### src/rtl/updown_pwm_counter.sv
module updown_pwm_counter #(
  parameter int CW = 10
) (
  input  logic          clk,
  input  logic          rst_n,
  input  logic          wr_en,
  input  logic [1:0]    wr_addr,
  input  logic [CW-1:0] wr_data,
  input  logic [1:0]    rd_addr,
  output logic [CW-1:0] rd_data,
  input  logic [5:0]    tick_src,
  input  logic          evt_a,
  input  logic          evt_b,
  output logic          irq_cmp,
  output logic          irq_zero,
  output logic          pwm_out
);
  localparam int NSRC = 8;
  localparam logic [1:0] A_CTRL = 2'd0, A_LOAD = 2'd1, A_CNT = 2'd2, A_CMP = 2'd3;

  logic [2:0]    src_q;
  logic          dn_q;
  logic [1:0]    wsel_q;
  logic          run_q;
  logic [CW-1:0] load_q, cmp_q, cnt_q;
  logic [2:0]    sync_a, sync_b;
  logic          irq_cmp_q, irq_zero_q, pwm_q;

  logic [CW-1:0]   mask, cnt_lim, load_lim, cmp_lim, nxt;
  logic [NSRC-1:0] srcs;
  logic            step, at_end, load_cmd, hit;

  assign mask     = {CW{1'b1}} >> {wsel_q, 1'b0};
  assign cnt_lim  = cnt_q & mask;
  assign load_lim = load_q & mask;
  assign cmp_lim  = cmp_q & mask;

  assign srcs     = {sync_b[1] & ~sync_b[2], sync_a[1] & ~sync_a[2], tick_src};
  assign load_cmd = wr_en && (wr_addr == A_CNT);
  assign step     = run_q && srcs[src_q] && !load_cmd;

  assign at_end = dn_q ? (cnt_lim == '0) : (cnt_lim == mask);
  assign nxt    = at_end ? load_lim : ((dn_q ? cnt_lim - 1'b1 : cnt_lim + 1'b1) & mask);
  assign hit    = (nxt == cmp_lim);

  always_ff @(posedge clk or negedge rst_n) begin
    if (!rst_n) begin
      sync_a <= '0;
      sync_b <= '0;
    end else begin
      sync_a <= {sync_a[1:0], evt_a};
      sync_b <= {sync_b[1:0], evt_b};
    end
  end

  always_ff @(posedge clk or negedge rst_n) begin
    if (!rst_n) begin
      src_q  <= '0;
      dn_q   <= 1'b0;
      wsel_q <= '0;
      run_q  <= 1'b0;
      load_q <= '0;
      cmp_q  <= '0;
    end else if (wr_en) begin
      case (wr_addr)
        A_CTRL: begin
          src_q  <= wr_data[2:0];
          dn_q   <= wr_data[3];
          wsel_q <= wr_data[5:4];
          run_q  <= wr_data[6];
        end
        A_LOAD:  load_q <= wr_data;
        A_CMP:   cmp_q  <= wr_data;
        default: ;
      endcase
    end
  end

  always_ff @(posedge clk or negedge rst_n) begin
    if (!rst_n) begin
      cnt_q      <= '0;
      irq_cmp_q  <= 1'b0;
      irq_zero_q <= 1'b0;
      pwm_q      <= 1'b0;
    end else begin
      irq_cmp_q  <= step && hit;
      irq_zero_q <= step && (nxt == '0);
      if (load_cmd)
        cnt_q <= load_lim;
      else if (step)
        cnt_q <= nxt;
      if (step && hit)
        pwm_q <= 1'b0;
      else if (step && at_end)
        pwm_q <= 1'b1;
    end
  end

  always_comb begin
    case (rd_addr)
      A_CTRL:  rd_data = CW'({run_q, wsel_q, dn_q, src_q});
      A_LOAD:  rd_data = load_q;
      A_CNT:   rd_data = cnt_lim;
      default: rd_data = cmp_q;
    endcase
  end

  assign irq_cmp  = irq_cmp_q;
  assign irq_zero = irq_zero_q;
  assign pwm_out  = pwm_q;
endmodule


### config.mk
export PLATFORM = sky130hd
export DESIGN_NAME = updown_pwm_counter
export DESIGN_NICKNAME = d
export VERILOG_FILES = /design/src/rtl/updown_pwm_counter.sv
export SDC_FILE = /design/constraint.sdc
export NUM_CORES = 1
export LEC_CHECK = 0
export BUFFER_PORTS_ARGS = -buffer_cell sky130_fd_sc_hd__buf_2
export CAP_MARGIN = 15
export CORE_MARGIN = 2
export CORE_UTILIZATION = 25
export DETAILED_ROUTE_END_ITERATION = 6
export GPL_ROUTABILITY_DRIVEN = 0
export MAX_ROUTING_LAYER = met4
export PLACE_DENSITY_LB_ADDON = 0.08
export SLEW_MARGIN = 30
export SYNTH_ARGS = -nofsm -noshare
export SYNTH_HDL_FRONTEND = slang
export SYNTH_SLANG_ARGS = --single-unit
### constraint.sdc
create_clock -name clk -period 8 [get_ports clk]
set_input_delay 0.8 -clock clk [delete_from_list [all_inputs] [get_ports clk]]
set_output_delay 0.8 -clock clk [all_outputs]
set_load 0.01 [all_outputs]
Word level (Yosys, flattened, before mapping)
Cells that the tools add are included.
Widths: inputs -> output; s select.
{"block": "word_totals", "ff_bits": 46, "input_bits": 25}
{"block": "op_classes", "add_sub_neg": 2, "order_cmp": 1, "n_eq_ne": 7, "n_shift": 1, "muxes": 10, "n_bitwise": 8, "n_reduce_logical": 16}
{"cell": "$and 10x10->10", "n": 4}
{"cell": "$mux 10", "n": 4}
{"cell": "$pmux 10 s3", "n": 1}
{"cell": "$eq 10x10->1", "n": 2}
{"cell": "$logic_not 10->1", "n": 2}
{"cell": "$add 10x1->10 const B", "n": 1}
{"cell": "$shr 10x3->10 const A", "n": 1}
{"cell": "$sub 10x1->10 const B", "n": 1}
{"cell": "$eq 2x2->1 const B", "n": 3}
{"cell": "$logic_and 1x1->1", "n": 6}
{"cell": "$reduce_and 2->1", "n": 3}
{"cell": "$eq 2x1->1 const B", "n": 2}
{"cell": "$logic_not 2->1", "n": 2}
{"cell": "$lt 3x4->1 const B", "n": 1}
{"cell": "$mux 1", "n": 4}
{"cell": "$reduce_bool 2->1", "n": 2}
{"cell": "$bmux 1 s3", "n": 1}
{"cell": "$and 1x1->1", "n": 2}
{"cell": "$not 1->1", "n": 2}
{"cell": "$logic_not 1->1", "n": 1}

Longest topological paths before layout
{"block": "depth", "ltp_word": 9, "mapped_depth": 11, "ltp_nobuf": 10}

Least setup slack after synthesis
Ideal clock, no wire load.
{"block": "synth_path", "kind": "reg2reg", "from": "reg wsel_q[1]", "to": "reg cnt_q[9]", "arrival_time_ps": 2574, "path_slack_ps": 5349, "stages_incl_launch_ff": 12, "period_less_slack_ps": 2651, "path_cell_list": "dfrtp_1 > clkbuf_1 > nor2b_1 > ha_1 > and2_1 > a32oi_1 > o311ai_0 > a21oi_1 > xnor2_1 > nor2_1 > or3b_2 > a21oi_1"}
{"block": "synth_between", "elab_chain_len": 8}
{"item": "start, declared", "line_no": "23", "text": "logic [1:0] wsel_q;"}
{"item": "start signal, assigned", "line_no": "69", "text": "wsel_q <= wr_data[5:4];"}
{"item": "$shr 10x3->10 (*)", "line_no": "33", "text": "assign mask = {CW{1'b1}} >> {wsel_q, 1'b0};"}
{"item": "$and 10x10->10", "line_no": "34", "text": "assign cnt_lim = cnt_q & mask;"}
{"item": "$add 10x1->10 / $sub 10x1->10 (equally long branches)", "line_no": "43", "text": "assign nxt = at_end ? load_lim : ((dn_q ? cnt_lim - 1'b1 : cnt_lim + 1'b1) & mask);"}
{"item": "$mux 10", "line_no": "43"}
{"item": "$and 10x10->10", "line_no": "43"}
{"item": "$mux 10", "line_no": "43"}
{"item": "$mux 10", "line_no": "90", "text": "else if (step)"}
{"item": "$mux 10 (*)", "line_no": "88", "text": "if (load_cmd)"}
{"item": "end signal, assigned", "line_no": "89", "text": "cnt_q <= load_lim;"}
{"item": "end signal, assigned", "line_no": "91", "text": "cnt_q <= nxt;"}
{"item": "end, declared", "line_no": "25", "text": "logic [CW-1:0] load_q, cmp_q, cnt_q;"}
Every way passes the cells marked *; elsewhere a longest branch is shown, timed or not. The select of a mux whose other input is x is not followed.
A chain may end at the register's enable or synchronous reset.

Final worst setup path
{"block": "layout_path", "from": "reg dn_q", "to": "reg cnt_q[9]"}
{"block": "layout_between", "elab_chain_len": 5}
{"item": "start, declared", "line_no": "22", "text": "logic dn_q;"}
{"item": "start signal, assigned", "line_no": "68", "text": "dn_q <= wr_data[3];"}
{"item": "$mux 10", "line_no": "43"}
{"item": "$and 10x10->10", "line_no": "43"}
{"item": "$mux 10 (*)", "line_no": "43"}
{"item": "$mux 10 (*)", "line_no": "90"}
{"item": "$mux 10 (*)", "line_no": "88"}
Marks and branches as above.

==> results.ini <==
[run_status]
run_status = finished clean

[clocking]
cts.hold.buffers_added = 0
cts_resized = 0
maximum_count_of_clock_buffers_along_a_single_path = 2
clkLatencyLatePin_ps = 290
clkSlewWorstSetupHoldPaths_ps = 70
cts_root_buf = sky130_fd_sc_hd__clkbuf_16
numCtsBuffers = 5
clock_tree.htree_level_count = 2
postCtsSetupBuffers = 0
tritoncts = built
clkSinkCount = 46

[die]
fp.dieH_um = 114
die_x_um = 114
dieArea_sq_mm = 0.0129
initial_utilization = 0.254
placementRows = 40
floorplan.core_area_sq_mm = 0.0119
number_of_top_level_design_ports = 38

[worst_setup_path]
cp_top_family = compound AO/OA/AOI/OAI gates
endpoint_kind = flop
timing.critical_path.cells = ha_1 > a211o_1 > a21oi_1 > o311ai_0 > a21oi_1 > xnor2_1 > nor2_1 > or3b_2 > a21oi_1
delay_of_the_slowest_cell_on_the_worst_path_ps = 820
crit_type = flop to flop
cp_data_required_time_ps = 8220
crit_arrival_ps = 3600
category_of_the_worst_setup_path_launch_point = flop
worst_path_most_repeated_cell = sky130_fd_sc_hd__a21oi_1
critical_path_peak_fanout = 19
crit_slowest_cell = sky130_fd_sc_hd__dfrtp_1
worstPathBufferInverterCount = 0

[logic_synthesis]
synth-seq-area-share = 0.383
postSynthAreaPerCell_sq_um = 10.4
yosysWarningCount = 0
synth_seq_cells = 46
syn_nets = 321
most_used_flip_flop_cell_after_synthesis = sky130_fd_sc_hd__dfrtp_1
synth.lib_cells_used.distinct = 56
postSynth.asyncResetShare = 1.00
synthCells = 289
synth_area_sq_mm = 0.00301
number_of_synthesized_flops_with_an_enable_pin = 0

[routing]
drt.antenna.violating_nets = 0
detail_route.drc_violations = 0
detail_route.iter0.violations = 136
viasPerCell = 5.14
totalWireLength_mm = 8.82
vias = 2424
detailedRoute.firstPassIterationCount = 4
wire_per_inst_um = 18.7

[power]
netSwitchingPower_mw = 0.454
design_power_total_mw = 1.13
p_comb_frac = 0.454
powerDensity_mw_per_mm2 = 323
share_of_total_power_consumed_by_net_switching = 0.402
p_int_mw = 0.676
leakage_nw = 1.46
p_seq_frac = 0.331
p_clk_frac = 0.215
worst_ir_drop_vdd_v = 0.000109

[timing]
final-setup-viol-count = 0
clock_skew_ps = 5.39
rsz0062_at_grt = no
final.period_utilization = 0.423
setup_ws_ps = 4610
slew_viol_final = 0
final.setup.tns_ps = 0
final_period_minus_worst_setup_slack_ps = 3390
worst_pin_slew_ps = 740
slew_headroom = 0.505
hold_slack_ps = 353
max_freq_mhz = 295
hold_viol = 0

[layout]
synth_to_layout_area_growth_pct = 16.3
num-fill-cells = 1216
stdcell_area_sq_mm = 0.00350
nNetsFinal = 356
final_cells = 472
share_of_final_layout_standard_cells_stronger_than_drive_strength_1 = 0.283
final_core_utilization = 0.295
antenna-diode-count = 0

[placement]
placedInstanceArea_sq_mm = 0.00333
place_worst_setup_slack_ps = 4620
port_buffers = 37
numPlacedInstances = 464
dp_hpwl_mm = 6.57

[job]
number_of_maximum_capacitance_violations = 0

[worst_hold_path]
timing.hold.worst.class = flop to flop

[global_route]
grt_first_pass_wirelength_mm = 14.4
grt_max_degree = 47
total_global_route_track_usage = 0.149
grt.overflow.total = 0
grt_pass1_vias = 2531
antenna_found_initial = 0

==> registers in the layout, summed over array words and instances (netlist names) <==
name	count
sync_b	3
src_q	3
wsel_q	2
pwm_out	1
load_q	10
dn_q	1
cnt_q	10
sync_a	3
irq_zero	1
cmp_q	10
irq_cmp	1
run_q	1
==> per-layer routing <==
layer,track usage,vias to the layer above,part of all wire
li1,-,1166,-
met1,0.195,1203,0.49
met2,0.247,46,0.47
met3,0.0159,9,0.024
met4,0.0431,0,0.015
met5,-,-,0
==> logic make-up after synthesis <==
group,count (synthesis),synth area share
flip-flops,46,0.383
XOR/XNOR,16,0.0466
buffers and inverters,17,0.0291
multiplexers,45,0.200
AO/OA/AOI/OAI,79,0.169
AND/OR/NAND/NOR,79,0.141
adder cells (fa/ha/maj),7,0.0316
==> cell usage after synthesis (3+ instances only) <==
master / instances / share of area
sky130_fd_sc_hd__a21o_1: 3 / 0.0075
sky130_fd_sc_hd__a21oi_1: 23 / 0.038
sky130_fd_sc_hd__a22o_1: 3 / 0.0087
sky130_fd_sc_hd__a22oi_1: 3 / 0.0075
sky130_fd_sc_hd__a31oi_1: 10 / 0.021
sky130_fd_sc_hd__and2_1: 3 / 0.0062
sky130_fd_sc_hd__buf_2: 4 / 0.0067
sky130_fd_sc_hd__clkbuf_1: 4 / 0.0050
sky130_fd_sc_hd__dfrtp_1: 46 / 0.38
sky130_fd_sc_hd__ha_1: 6 / 0.025
sky130_fd_sc_hd__inv_1: 5 / 0.0062
sky130_fd_sc_hd__mux2_2: 28 / 0.10
sky130_fd_sc_hd__mux2i_1: 7 / 0.023
sky130_fd_sc_hd__mux4_2: 9 / 0.067
sky130_fd_sc_hd__nand2_1: 18 / 0.022
sky130_fd_sc_hd__nand3_1: 6 / 0.010
sky130_fd_sc_hd__nand3b_1: 3 / 0.0075
sky130_fd_sc_hd__nor2_1: 16 / 0.020
sky130_fd_sc_hd__nor2b_1: 9 / 0.019
sky130_fd_sc_hd__nor3_1: 4 / 0.0067
sky130_fd_sc_hd__nor3b_1: 3 / 0.0075
sky130_fd_sc_hd__nor4_1: 3 / 0.0062
sky130_fd_sc_hd__o21ai_0: 13 / 0.022
sky130_fd_sc_hd__o22ai_1: 4 / 0.0083
sky130_fd_sc_hd__xnor2_1: 13 / 0.038
sky130_fd_sc_hd__xor2_1: 3 / 0.0087
==> power by group through the flow <==
stage               combinational (mW)  sequential (mW)  clock (mW)
detailed placement               0.512            0.379           0
floorplan                        0.412            0.334           0
global placement                 0.516            0.381           0
CTS                              0.516            0.375       0.249
global route                     0.568            0.386       0.256
finish                           0.513            0.374       0.242
==> worst paths after layout <==
| kind | start | end | slack, ps | cells past startpoint |
|---|---|---|---|---|
| max in group asynchronous | rst_n | cmp_q[8]$_DFFE_PN0P_ | 6980 | 2 |
| min reg2reg | sync_b[0]$_DFF_PN0_ | sync_b[1]$_DFF_PN0_ | 350 | 0 |
| max reg2reg | dn_q$_DFFE_PN0P_ | cnt_q[9]$_DFFE_PN0P_ | 4610 | 9 |
| min | sync_b[0]$_DFF_PN0_ | sync_b[1]$_DFF_PN0_ | 350 | 0 |
| min in group asynchronous | rst_n | load_q[2]$_DFFE_PN0P_ | 610 | 2 |
| max | dn_q$_DFFE_PN0P_ | cnt_q[9]$_DFFE_PN0P_ | 4610 | 9 |
==> cell type report <==
class                      count  area (sq um)  area share
inverter                       5          18.8     0.00536
clock inverter                 2          37.5      0.0107
sequential                    46          1150       0.329
tap                          147           184      0.0526
clock buffer                   6           129      0.0368
multi-input combinational    226          1770       0.506
timing repair buffer          40           208      0.0594
==> placed cells by master, fill, tap and decap left out, types with 2 or more instances in the layout <==
master | Yosys | routed
sky130_fd_sc_hd__o21ai_0 | 13 | 13
sky130_fd_sc_hd__a21oi_1 | 23 | 23
sky130_fd_sc_hd__nor3_1 | 4 | 4
sky130_fd_sc_hd__nor2b_1 | 9 | 9
sky130_fd_sc_hd__a22o_1 | 3 | 3
sky130_fd_sc_hd__buf_4 | 1 | 3
sky130_fd_sc_hd__buf_2 | 4 | 37
sky130_fd_sc_hd__o22ai_1 | 4 | 4
sky130_fd_sc_hd__nand3_1 | 6 | 6
sky130_fd_sc_hd__o211ai_1 | 2 | 2
sky130_fd_sc_hd__nor2_1 | 16 | 16
sky130_fd_sc_hd__a211o_1 | 2 | 2
sky130_fd_sc_hd__o211a_1 | 2 | 2
sky130_fd_sc_hd__xor2_1 | 3 | 3
sky130_fd_sc_hd__ha_1 | 6 | 6
sky130_fd_sc_hd__mux4_2 | 9 | 9
sky130_fd_sc_hd__or2_2 | 2 | 2
sky130_fd_sc_hd__or3b_2 | 2 | 2
sky130_fd_sc_hd__and2_1 | 3 | 3
sky130_fd_sc_hd__a32oi_1 | 2 | 2
sky130_fd_sc_hd__nor4_1 | 3 | 3
sky130_fd_sc_hd__nand4_1 | 2 | 2
sky130_fd_sc_hd__nand3b_1 | 3 | 3
sky130_fd_sc_hd__mux2i_1 | 7 | 7
sky130_fd_sc_hd__a21o_1 | 3 | 3
sky130_fd_sc_hd__o21a_1 | 2 | 2
sky130_fd_sc_hd__xnor2_1 | 13 | 13
sky130_fd_sc_hd__a31oi_1 | 10 | 10
sky130_fd_sc_hd__clkbuf_16 | 0 | 5
sky130_fd_sc_hd__nor3b_1 | 3 | 3
sky130_fd_sc_hd__mux2_2 | 28 | 28
sky130_fd_sc_hd__inv_1 | 5 | 5
sky130_fd_sc_hd__nand2_1 | 18 | 18
sky130_fd_sc_hd__nand2b_1 | 2 | 2
sky130_fd_sc_hd__dfrtp_1 | 46 | 46
sky130_fd_sc_hd__a22oi_1 | 3 | 3
(Power assumes the default switching activity.)
